File: src/rtl/sup_pkg.sv
package sup_pkg;
  localparam int unsigned DEF_TICK_DIV  = 50000;
  localparam int unsigned DEF_RST_TICKS = 200;
  localparam int unsigned DEF_WD_TICKS  = 1600;
endpackage

File: src/rtl/sup_sync.sv
module sup_sync #(
  parameter int unsigned WIDTH     = 1,
  parameter logic [WIDTH-1:0] RST_VAL = '0
) (
  input  logic             clk_i,
  input  logic             rst_ni,
  input  logic [WIDTH-1:0] d_i,
  output logic [WIDTH-1:0] q_o
);
  logic [WIDTH-1:0] meta_q, sync_q;

  for (genvar i = 0; i < WIDTH; i++) begin : g_bit
    always_ff @(posedge clk_i or negedge rst_ni) begin
      if (!rst_ni) begin
        meta_q[i] <= RST_VAL[i];
        sync_q[i] <= RST_VAL[i];
      end else begin
        meta_q[i] <= d_i[i];
        sync_q[i] <= meta_q[i];
      end
    end
  end

  assign q_o = sync_q;
endmodule

File: src/rtl/sup_tick.sv
module sup_tick #(
  parameter int unsigned DIV = 4
) (
  input  logic clk_i,
  input  logic rst_ni,
  output logic tick_o
);
  localparam int unsigned W = $clog2(DIV + 1);
  localparam logic [W-1:0] LAST = W'(DIV - 1);

  logic [W-1:0] cnt_q;

  always_ff @(posedge clk_i or negedge rst_ni) begin
    if (!rst_ni)            cnt_q <= '0;
    else if (cnt_q == LAST) cnt_q <= '0;
    else                    cnt_q <= cnt_q + 1'b1;
  end

  assign tick_o = (cnt_q == LAST);

  if (DIV > 1) begin : g_spacing
    assert_tick_spacing_R10: assert property (@(posedge clk_i) disable iff (!rst_ni)
      tick_o |=> !tick_o);
  end
endmodule

File: src/rtl/sup_stretch.sv
module sup_stretch #(
  parameter int unsigned TICKS = 200
) (
  input  logic clk_i,
  input  logic rst_ni,
  input  logic cause_i,
  input  logic tick_i,
  output logic hold_o
);
  localparam int unsigned W = $clog2(TICKS + 1);
  localparam logic [W-1:0] LAST = W'(TICKS - 1);

  logic [W-1:0] cnt_q;
  logic         hold_q;

  always_ff @(posedge clk_i or negedge rst_ni) begin
    if (!rst_ni) begin
      hold_q <= 1'b1;
      cnt_q  <= '0;
    end else if (cause_i) begin
      hold_q <= 1'b1;
      cnt_q  <= '0;
    end else if (hold_q && tick_i) begin
      if (cnt_q == LAST) begin
        hold_q <= 1'b0;
        cnt_q  <= '0;
      end else begin
        cnt_q  <= cnt_q + 1'b1;
      end
    end
  end

  assign hold_o = hold_q;

  assert_cause_holds_R3: assert property (@(posedge clk_i) disable iff (!rst_ni)
    cause_i |=> hold_q);
  assert_release_on_tick_R4: assert property (@(posedge clk_i) disable iff (!rst_ni)
    $fell(hold_q) |-> ($past(tick_i) && !$past(cause_i)));
endmodule

File: src/rtl/sup_watchdog.sv
module sup_watchdog #(
  parameter int unsigned TICKS = 1600
) (
  input  logic clk_i,
  input  logic rst_ni,
  input  logic hold_i,
  input  logic edge_i,
  input  logic tick_i,
  output logic fire_o
);
  localparam int unsigned W = $clog2(TICKS + 1);
  localparam logic [W-1:0] LAST = W'(TICKS - 1);

  logic [W-1:0] cnt_q;
  logic         fire_q;

  always_ff @(posedge clk_i or negedge rst_ni) begin
    if (!rst_ni) begin
      cnt_q  <= '0;
      fire_q <= 1'b0;
    end else if (hold_i || edge_i) begin
      cnt_q  <= '0;
      fire_q <= 1'b0;
    end else if (tick_i && cnt_q == LAST) begin
      cnt_q  <= '0;
      fire_q <= 1'b1;
    end else begin
      fire_q <= 1'b0;
      if (tick_i) cnt_q <= cnt_q + 1'b1;
    end
  end

  assign fire_o = fire_q;

  assert_edge_clears_R6: assert property (@(posedge clk_i) disable iff (!rst_ni)
    edge_i |=> (cnt_q == '0 && !fire_q));
  assert_frozen_in_reset_R7: assert property (@(posedge clk_i) disable iff (!rst_ni)
    hold_i |=> (cnt_q == '0));
  assert_single_fire_R5: assert property (@(posedge clk_i) disable iff (!rst_ni)
    fire_q |=> !fire_q);
endmodule

File: src/rtl/reset_supervisor.sv
module reset_supervisor
  import sup_pkg::*;
#(
  parameter int unsigned TICK_DIV  = DEF_TICK_DIV,
  parameter int unsigned RST_TICKS = DEF_RST_TICKS,
  parameter int unsigned WD_TICKS  = DEF_WD_TICKS
) (
  input  logic clk_i,
  input  logic rst_ni,
  input  logic supply_ok_i,
  input  logic mr_ni,
  input  logic wdi_i,
  output logic rst_no,
  output logic rst_o
);
  logic       tick;
  logic [1:0] sync_q;
  logic       wdi_s, mr_s, wdi_prev_q, wdi_edge;
  logic       wd_fire, hold, cause;

  sup_tick #(.DIV(TICK_DIV)) i_tick (
    .clk_i, .rst_ni, .tick_o(tick)
  );

  // bit 1: manual reset (idles high), bit 0: strobe
  sup_sync #(.WIDTH(2), .RST_VAL(2'b10)) i_sync (
    .clk_i, .rst_ni, .d_i({mr_ni, wdi_i}), .q_o(sync_q)
  );
  assign {mr_s, wdi_s} = sync_q;

  always_ff @(posedge clk_i or negedge rst_ni) begin
    if (!rst_ni) wdi_prev_q <= 1'b0;
    else         wdi_prev_q <= wdi_s;
  end
  assign wdi_edge = wdi_s ^ wdi_prev_q;

  assign cause = !supply_ok_i || !mr_s || wd_fire;

  sup_stretch #(.TICKS(RST_TICKS)) i_stretch (
    .clk_i, .rst_ni, .cause_i(cause), .tick_i(tick), .hold_o(hold)
  );

  sup_watchdog #(.TICKS(WD_TICKS)) i_wdog (
    .clk_i, .rst_ni, .hold_i(hold), .edge_i(wdi_edge), .tick_i(tick), .fire_o(wd_fire)
  );

  assign rst_no = !hold;
  assign rst_o  = hold;

  assert_supply_low_R2: assert property (@(posedge clk_i) disable iff (!rst_ni)
    !supply_ok_i |=> !rst_no);
  assert_fire_resets_R5: assert property (@(posedge clk_i) disable iff (!rst_ni)
    wd_fire |=> rst_o);
endmodule

File: config.mk
export PLATFORM = sky130hd
export DESIGN_NAME = reset_supervisor
export DESIGN_NICKNAME = d
export VERILOG_FILES = /design/src/rtl/sup_pkg.sv /design/src/rtl/sup_sync.sv /design/src/rtl/sup_tick.sv /design/src/rtl/sup_stretch.sv /design/src/rtl/sup_watchdog.sv /design/src/rtl/reset_supervisor.sv
export SDC_FILE = /design/constraint.sdc
export NUM_CORES = 1
export LEC_CHECK = 0
export BUFFER_PORTS_ARGS = -buffer_cell sky130_fd_sc_hd__buf_2
export CAP_MARGIN = 20
export CORE_UTILIZATION = 53
export CTS_CLUSTER_DIAMETER = 120
export CTS_CLUSTER_SIZE = 20
export DETAILED_ROUTE_END_ITERATION = 10
export PLACE_DENSITY = 0.7
export SYNTH_ARGS = -nofsm -noshare
export SYNTH_HDL_FRONTEND = slang
export SYNTH_SLANG_ARGS = --single-unit
File: constraint.sdc
create_clock -name clk_i -period 2.1 [get_ports clk_i]
set_input_delay 0.315 -clock clk_i [delete_from_list [all_inputs] [get_ports clk_i]]
set_output_delay 0.315 -clock clk_i [all_outputs]
set_load 0.01 [all_outputs]
# Word level (Yosys, flattened, before mapping)
# Cells that the tools add are included.
# W data, S select, Z words.
# op_classes
addsub,3
n_eq_ne,3
muxes,12
n_bitwise,1
n_reduce_logical,12
# ops
op,n
$mux W11,3
$mux W8,3
$add A16 B1 Y16 const B,1
$eq A16 B16 Y1 const B,1
$mux W16,1
$add A11 B1 Y11 const B,1
$eq A11 B11 Y1 const B,1
$add A8 B1 Y8 const B,1
$eq A8 B8 Y1 const B,1
$mux W1,5
$reduce_bool A2 Y1,2
$logic_not A1 Y1,3
$logic_or A1 B1 Y1,3
$reduce_bool A3 Y1,1
$logic_and A1 B1 Y1,2
$reduce_and A2 Y1,1
$xor A1 B1 Y1,1
# totals
register_bits,42
output_inout_bits,2
wordCells,41

# Logic depth before layout (Yosys ltp)
# Gate-level depths: netlist of run 1.
# logic_depth
word_depth,5
ltp_mapped,7

# Hierarchy
# Synthesis of run 1 repeated with hierarchy kept, for this count alone.
# unflattened
cells_unflattened,193
area_unflattened_um2,2132.0
# modules_own_cells
module,instances,cells_each,area_per_inst_um2
sup_tick,1,67,762.0
sup_watchdog,1,68,745.7
sup_stretch,1,50,476.7
sup_sync,1,4,102.6
reset_supervisor,1,4,45.0

# Worst setup path before layout of run 1
# No wires, ideal clock.
# synth_timing
kind,register to register
start,reg i_tick.cnt_q[0]
end,reg i_stretch.cnt_q[4]
setup_ns,0.080
arrival_ns,1.649
required_ns,2.020
slack_ns,0.371
path_stages_with_launch,7
path_buffers,1
synth_period_minus_slack_ns,1.729
cell_sequence,dfrtp_1 > ha_1 > and3_1 > nand4_1 > buf_2 > or4_1 > a21oi_1
# synth_via
elab_chain_cells,3
# synth_lines
item,line_no,rtl
"start, declared",sup_tick.sv:11,logic [W-1:0] cnt_q;
"start signal, assigned",sup_tick.sv:16,else cnt_q <= cnt_q + 1'b1;
$eq A16 B16 Y1,sup_tick.sv:19,assign tick_o = (cnt_q == LAST);
$logic_and A1 B1 Y1,sup_stretch.sv:23,end else if (hold_q && tick_i) begin
$reduce_bool A2 Y1 (no line),n/a,
"end signal, assigned",sup_stretch.sv:28,cnt_q <= cnt_q + 1'b1;
"end, declared",sup_stretch.sv:13,logic [W-1:0] cnt_q;
# No other way between the ends.
# A chain may end at the register's enable or synchronous reset.

# Worst setup path in the final report of run 1
# layout_timing
start,reg i_tick.cnt_q[0]
end,reg i_wdog.cnt_q[6]
# layout_via
elab_chain_cells,4
# layout_lines
item,line_no,rtl
$eq A16 B16 Y1 *,sup_tick.sv:19,
$logic_and A1 B1 Y1,sup_watchdog.sv:24,end else if (tick_i && cnt_q == LAST) begin
$mux W11,sup_watchdog.sv:24,
$mux W11,sup_watchdog.sv:21,end else if (hold_i || edge_i) begin
"end signal, assigned",sup_watchdog.sv:29,if (tick_i) cnt_q <= cnt_q + 1'b1;
"end, declared",sup_watchdog.sv:14,logic [W-1:0] cnt_q;
# Mark *: on every way between the ends. The rest lies on a longest branch, timed or not.

==> results_dict.tcl, run 1 <==
set metrics [dict create \
    nNetsFinal 227 \
    rsz0062_at_grt "no" \
    fmax_mhz 507.2 \
    vias 1687 \
    tightest_slew_ns 0.5046 \
    cts_inserted_buffers 5 \
    hold_viol_final 0 \
    start_util_pct 56.36 \
    area_growth_pct 9.140 \
    power_leakage_uw 0.0009343 \
    netlist_area_um2 2095 \
    worstHoldPathType "primary input to register" \
    synth_seq_cells 42 \
    relSlewSlack_pct 66.05 \
    routed_wl_um 4249 \
    worst_slack_ns 0.1283 \
    r2r_slack_ns 0.13 \
    rows 22 \
    root_buffer "clkbuf_8" \
    r2r_cells 6 \
    grt_pass1_vias 1663 \
    holdPathEnd "i_sync.meta_q[1]" \
    path_clk_slew_ns 0.08 \
    ant_nets 0 \
    drt_iter0_drc 127 \
    place_area_um2 2181 \
    synth.avg_cell_area_um2 10.07 \
    arrival_ns 2.19 \
    cts_tree "done" \
    cp_num_buf_inv 1 \
    grt-ovfl-total 0 \
    final_common_cell "dfrtp_1" \
    criticalPathCategory "register to register" \
    worstHoldStart "mr_ni" \
    path_depth 6 \
    place_ws_ns 0.1432 \
    grt_usage_pct 22.64 \
    h-tree-depth 2 \
    setup_tns_ns 0 \
    port-buffer-count 6 \
    status "completed" \
    cts-hold-fix-buffers 1 \
    reg2reg_from "i_tick.cnt_q[0]" \
    synth_nets 216 \
    r2r_end "i_wdog.cnt_q[6]" \
    seq_area_frac_synth_pct 50.36 \
    grt_pass1_wl_um 7293 \
    min_path_cells 1 \
    final_util_pct 61.52 \
    drv_cap 0 \
    synth_ff_type "dfrtp_1" \
    powerDensity_nw_per_um2 607.3 \
    dp_hpwl_um 3048 \
    synth_cell_type_count 42 \
    avgViaCountPerCell 6.295 \
    finalCritPeriodShare_pct 93.89 \
    post-cts-setup-buffer-count 0 \
    worstPathCellList "ha_1 > and3_1 > nand4_1 > buf_4 > or4b_1 > a21oi_1" \
    synthArstFlopShare_pct 100.0 \
    fillers 332 \
    critPathLaunchType "register" \
    path_delay_family "simple AND/OR/NAND/NOR gates" \
    die_y_um 64.87 \
    grt_max_degree 21 \
    path_max_fanout 16 \
    fin_worst_skew_ns 0.009581 \
    cpPeakStageDelay_ns 0.50 \
    crit_slowest_cell "or4b_1" \
    dr.pass1.iters 5 \
    crit_path_end_kind "register" \
    synth-edff-count 0 \
    netlist_instances 208 \
    fp.coreArea_um2 3716 \
    pin_count 7 \
    p_total_uw 1388 \
    cp.required_ns 2.32 \
    yosys_warnings 0 \
    ctsResizeCount 0 \
    setup_violations 0 \
    fp.dieArea_um2 4207 \
    maxSlewViolCount 0 \
    worstSkewPairLatency_ns 0.29 \
    drive_gt1_share_pct 15.00 \
    wl_per_cell_um 15.85 \
    antenna_found_initial 0 \
    final_cell_area_um2 2286 \
    layout_common_cells "dfrtp_1 (39), nand2_1 (20), nor2_1 (15)" \
    place_congestion 0.8741 \
    dieWidth_um 64.87 \
    clock-sinks 42 \
    drc_errors 0 \
    n_antenna_cell 0 \
    min_period_ns 1.972 \
    clockBufferDepth 2 \
    ir_drop_mv 0.4596 \
]
-- area by class of cell --
cell class	instances	area (um^2)	share of cell area [%]
sequential	42	1055	46.14
multi-input combinational	153	983.4	43.02
clock buffer	6	82.58	3.612
timing repair buffer	11	70.07	3.065
tap	48	60.06	2.627
inverter	6	22.52	0.9852
clock inverter	2	12.51	0.5473
-- worst max-delay path by stage --
stage	slack (ns)	start	endpoint
6_report	0.13	i_tick.cnt_q[0]	i_wdog.cnt_q[6]
5_1_grt	0.03	i_tick.cnt_q[0]	i_stretch.cnt_q[4]
4_1_cts	0.12	i_tick.cnt_q[0]	i_wdog.cnt_q[6]
3_5_place_dp	0.14	i_tick.cnt_q[0]	i_wdog.cnt_q[4]
3_3_place_gp	0.24	i_tick.cnt_q[0]	i_wdog.cnt_q[6]
2_1_floorplan	0.37	i_tick.cnt_q[0]	i_stretch.cnt_q[4]
-- metrics by stage --
| step | hold WS, ns | instances |
|---|---|---|
| floorplan | 0.01941 | 208 |
| global placement | 0.2910 | 259 |
| detailed placement | 0.3003 | 259 |
| CTS | 0.1204 | 268 |
| global route | 0.1074 | 268 |
| finish | 0.1266 | 268 |
-- cells in the mapped netlist (2+ instances only) --
library cell,instances,area share [%]
dfrtp_1,39,47
mux2i_1,3,1.4
or4_1,4,1.4
a31oi_1,3,0.90
clkbuf_1,3,0.54
nor4b_1,2,0.84
or3_1,4,1.2
dfstp_2,3,3.8
and3_1,3,0.90
o22ai_1,2,0.60
nand3_1,12,2.9
a21oi_1,13,3.1
a311oi_1,4,1.7
nand2_1,20,3.6
xnor2_1,8,3.3
o21ai_0,12,2.9
o31ai_1,3,1.1
and4_1,2,0.84
inv_1,6,1.1
nor4b_2,2,1.4
nand3b_1,2,0.72
nand4_2,2,1.2
xor2_1,4,1.7
and4bb_2,2,1.2
nor3_1,5,1.2
nor2_1,15,2.7
nand4_1,10,3.0
or3_2,2,0.72
ha_1,3,1.8
buf_2,3,0.72
-- registers in the layout, indices dropped and copies added (netlist names) --
name	cells
wdi_prev_q	1
i_sync.q_o	2
i_stretch.cnt_q	8
i_wdog.cnt_q	11
i_stretch.hold_o	1
i_wdog.fire_o	1
i_sync.meta_q	2
i_tick.cnt_q	16
-- report_power, final --
group	total (uW)	switching, uW	internal, uW
clock network	541	277	264
logic	30.8	22.2	8.61
registers	817	2.01	814
-- layer usage --
metal  global-route usage, %  routed length [um]  up-vias
met5                       0                   0        -
met4                   8.611                  33        0
met3                   3.697                 193        4
met2                   39.58                2218       46
met1                   27.73                1804      835
li1                        -                   -      802
-- cell families (layout without fill, tap and decap cells) --
kind of cell	after synthesis	after routing	share of synthesized area [%]
flops	42	42	50.36
xor+xnor	12	12	5.018
buf+inv	13	25	2.688
fa+ha+maj	3	3	1.792
simple gates	94	94	26.64
mux	3	3	1.434
compound gates	41	41	12.07
(Power assumes the default switching activity.)
==> run 2, diff against run 1 <==
--- a/config.mk
+++ b/config.mk
@@ -12,6 +12,7 @@
 export CTS_CLUSTER_SIZE = 20
 export DETAILED_ROUTE_END_ITERATION = 10
 export PLACE_DENSITY = 0.7
+export REMOVE_ABC_BUFFERS = 1
 export SYNTH_ARGS = -nofsm -noshare
 export SYNTH_HDL_FRONTEND = slang
 export SYNTH_SLANG_ARGS = --single-unit
==> results_dict.tcl, run 2 (synthesis gave the netlist of run 1 again) <==
set metrics [dict create \
    final_cell_area_um2 2295 \
    rows 22 \
    grt-ovfl-total 0 \
    fp.dieArea_um2 4207 \
    grt_usage_pct 22.50 \
    worstHoldPathType "primary input to async pin" \
    worstSkewPairLatency_ns 0.29 \
    critical_path.startpoint "i_tick.cnt_q[0]" \
    root_buffer "clkbuf_8" \
    avgViaCountPerCell 6.225 \
    die_y_um 64.87 \
    clockBufferDepth 2 \
    final_common_cell "dfrtp_1" \
    cpPeakStageDelay_ns 0.47 \
    arrival_ns 2.18 \
    crit_slowest_cell "or4_1" \
    largest_reg_flops 16 \
    setup_violations 0 \
    h-tree-depth 2 \
    cts_inserted_buffers 5 \
    fmax_mhz 508.0 \
    nNetsFinal 226 \
    finalCritPeriodShare_pct 93.74 \
    drc_errors 0 \
    antenna_found_initial 0 \
    grt_pass1_wl_um 7203 \
    grt_pass1_vias 1611 \
    hold_viol_final 0 \
    rsz0062_at_grt "no" \
    dr.pass1.iters 4 \
    cp_num_buf_inv 1 \
    relSlewSlack_pct 58.67 \
    path_max_fanout 13 \
    fin_worst_skew_ns 0.006365 \
    drv_cap 0 \
    tightest_slew_ns 0.6200 \
    maxSlewViolCount 0 \
    setup_tns_ns 0 \
    fillers 323 \
    crit_path_end_kind "register" \
    reg_top3 "i_tick.cnt_q x16, i_wdog.cnt_q x11, i_stretch.cnt_q x8" \
    drt_iter0_drc 159 \
    layout_common_cells "dfrtp_1 (39), nand2_1 (20), nor2_1 (15)" \
    ant_nets 0 \
    criticalPathCategory "register to register" \
    wl_per_cell_um 15.92 \
    area_growth_pct 9.558 \
    status "completed" \
    grt_max_degree 29 \
    r2r_slack_ns 0.13 \
    clock-sinks 42 \
    path_delay_family "simple AND/OR/NAND/NOR gates" \
    reg2reg_from "i_tick.cnt_q[0]" \
    cts_tree "done" \
    start_util_pct 56.36 \
    vias 1662 \
    fp.coreArea_um2 3716 \
    cts-hold-fix-buffers 0 \
    path_depth 6 \
    ir_drop_mv 0.5162 \
    path_clk_slew_ns 0.08 \
    port-buffer-count 6 \
    drive_gt1_share_pct 15.53 \
    min_period_ns 1.969 \
    routed_wl_um 4251 \
    dp_hpwl_um 2975 \
    dieWidth_um 64.87 \
    worstPathCellList "ha_1 > and3_2 > nand4_1 > buf_4 > or4_1 > a21oi_1" \
    r2r_end "i_wdog.cnt_q[4]" \
    powerDensity_nw_per_um2 647.5 \
    power_leakage_uw 0.0009409 \
    place_area_um2 2181 \
    r2r_cells 6 \
    crit_end "i_wdog.cnt_q[4]" \
    post-cts-setup-buffer-count 0 \
    top_register "i_tick.cnt_q" \
    n_antenna_cell 0 \
    critPathLaunchType "register" \
    cp.required_ns 2.31 \
    place_congestion 0.8511 \
    pin_count 7 \
]
run 2: cell count changes in the layout (fill, tap and decap cells not counted):
cell           previous run  this run
inv_6                     0         1
and3_1                    3         2
clkinvlp_4                1         0
dlygate4sd3_1             1         0
clkbuf_8                  6         5
bufinv_16                 0         1
and3_2                    0         1
run 2: cell type report:
type / count / area [um^2] / area share [%]
clock buffer: 5 / 68.82 / 2.999
timing repair buffer: 10 / 60.06 / 2.617
tap: 48 / 60.06 / 2.617
clock inverter: 3 / 43.79 / 1.908
sequential: 42 / 1055 / 45.97
inverter: 6 / 22.52 / 0.9815
multi-input combinational: 153 / 984.7 / 42.91
run 2: per-layer routing:
| layer | GRT usage, % | share of wire [%] | vias to the layer above |
|---|---|---|---|
| met3 | 3.873 | 4.9 | 4 |
| met1 | 29.00 | 48 | 817 |
| met2 | 37.50 | 47 | 52 |
| met5 | 0 | 0 | - |
| met4 | 8.611 | 0.73 | 0 |
| li1 | - | - | 789 |
run 2: worst min path at each step:
stage,to,slack [ns],depth (start not counted)
2_1_floorplan,i_stretch.cnt_q[0],0.02,0
3_5_place_dp,i_sync.q_o[0],0.34,0
4_1_cts,i_stretch.cnt_q[6],0.05,1
6_report,i_stretch.cnt_q[0],0.03,1
5_1_grt,i_wdog.cnt_q[2],0.08,1
3_3_place_gp,i_sync.q_o[0],0.35,0
run 2: report_power, final:
group | total (uW) | internal [uW] | switching (uW)
combinational | 29.3 | 7.37 | 21.9
clock | 640 | 356 | 284
sequential | 817 | 814 | 2.09
total | 1490 | 1180 | 308
run 2: worst register-to-register path, cell delays in order (launching register included):
cell and delay, ns:
dfrtp_1 0.40, ha_1 0.22, and3_2 0.24, nand4_1 0.16, buf_4 0.22, or4_1 0.47
a21oi_1 0.18
run 2: metrics by stage:
step	util, %	total power (uW)	cells	setup WS, ns	hold WS (ns)
after floorplan	-	837.7	201	0.06819	0.01941
final	61.75	1486	267	0.1315	0.03007
after global placement	58.69	862.4	259	0.2260	0.3459
after CTS	61.72	1507	267	0.1093	0.05095
after global routing	61.75	1547	267	0.005488	0.08238
after detailed placement	58.69	863.5	259	0.1327	0.3357
run 2: what timing repair did:
action / 4_1_cts / 5_1_grt
endpoints found under the hold margin: 0 / 0
setup endpoints to repair: 0 / 3
resized for setup: 0 / 1
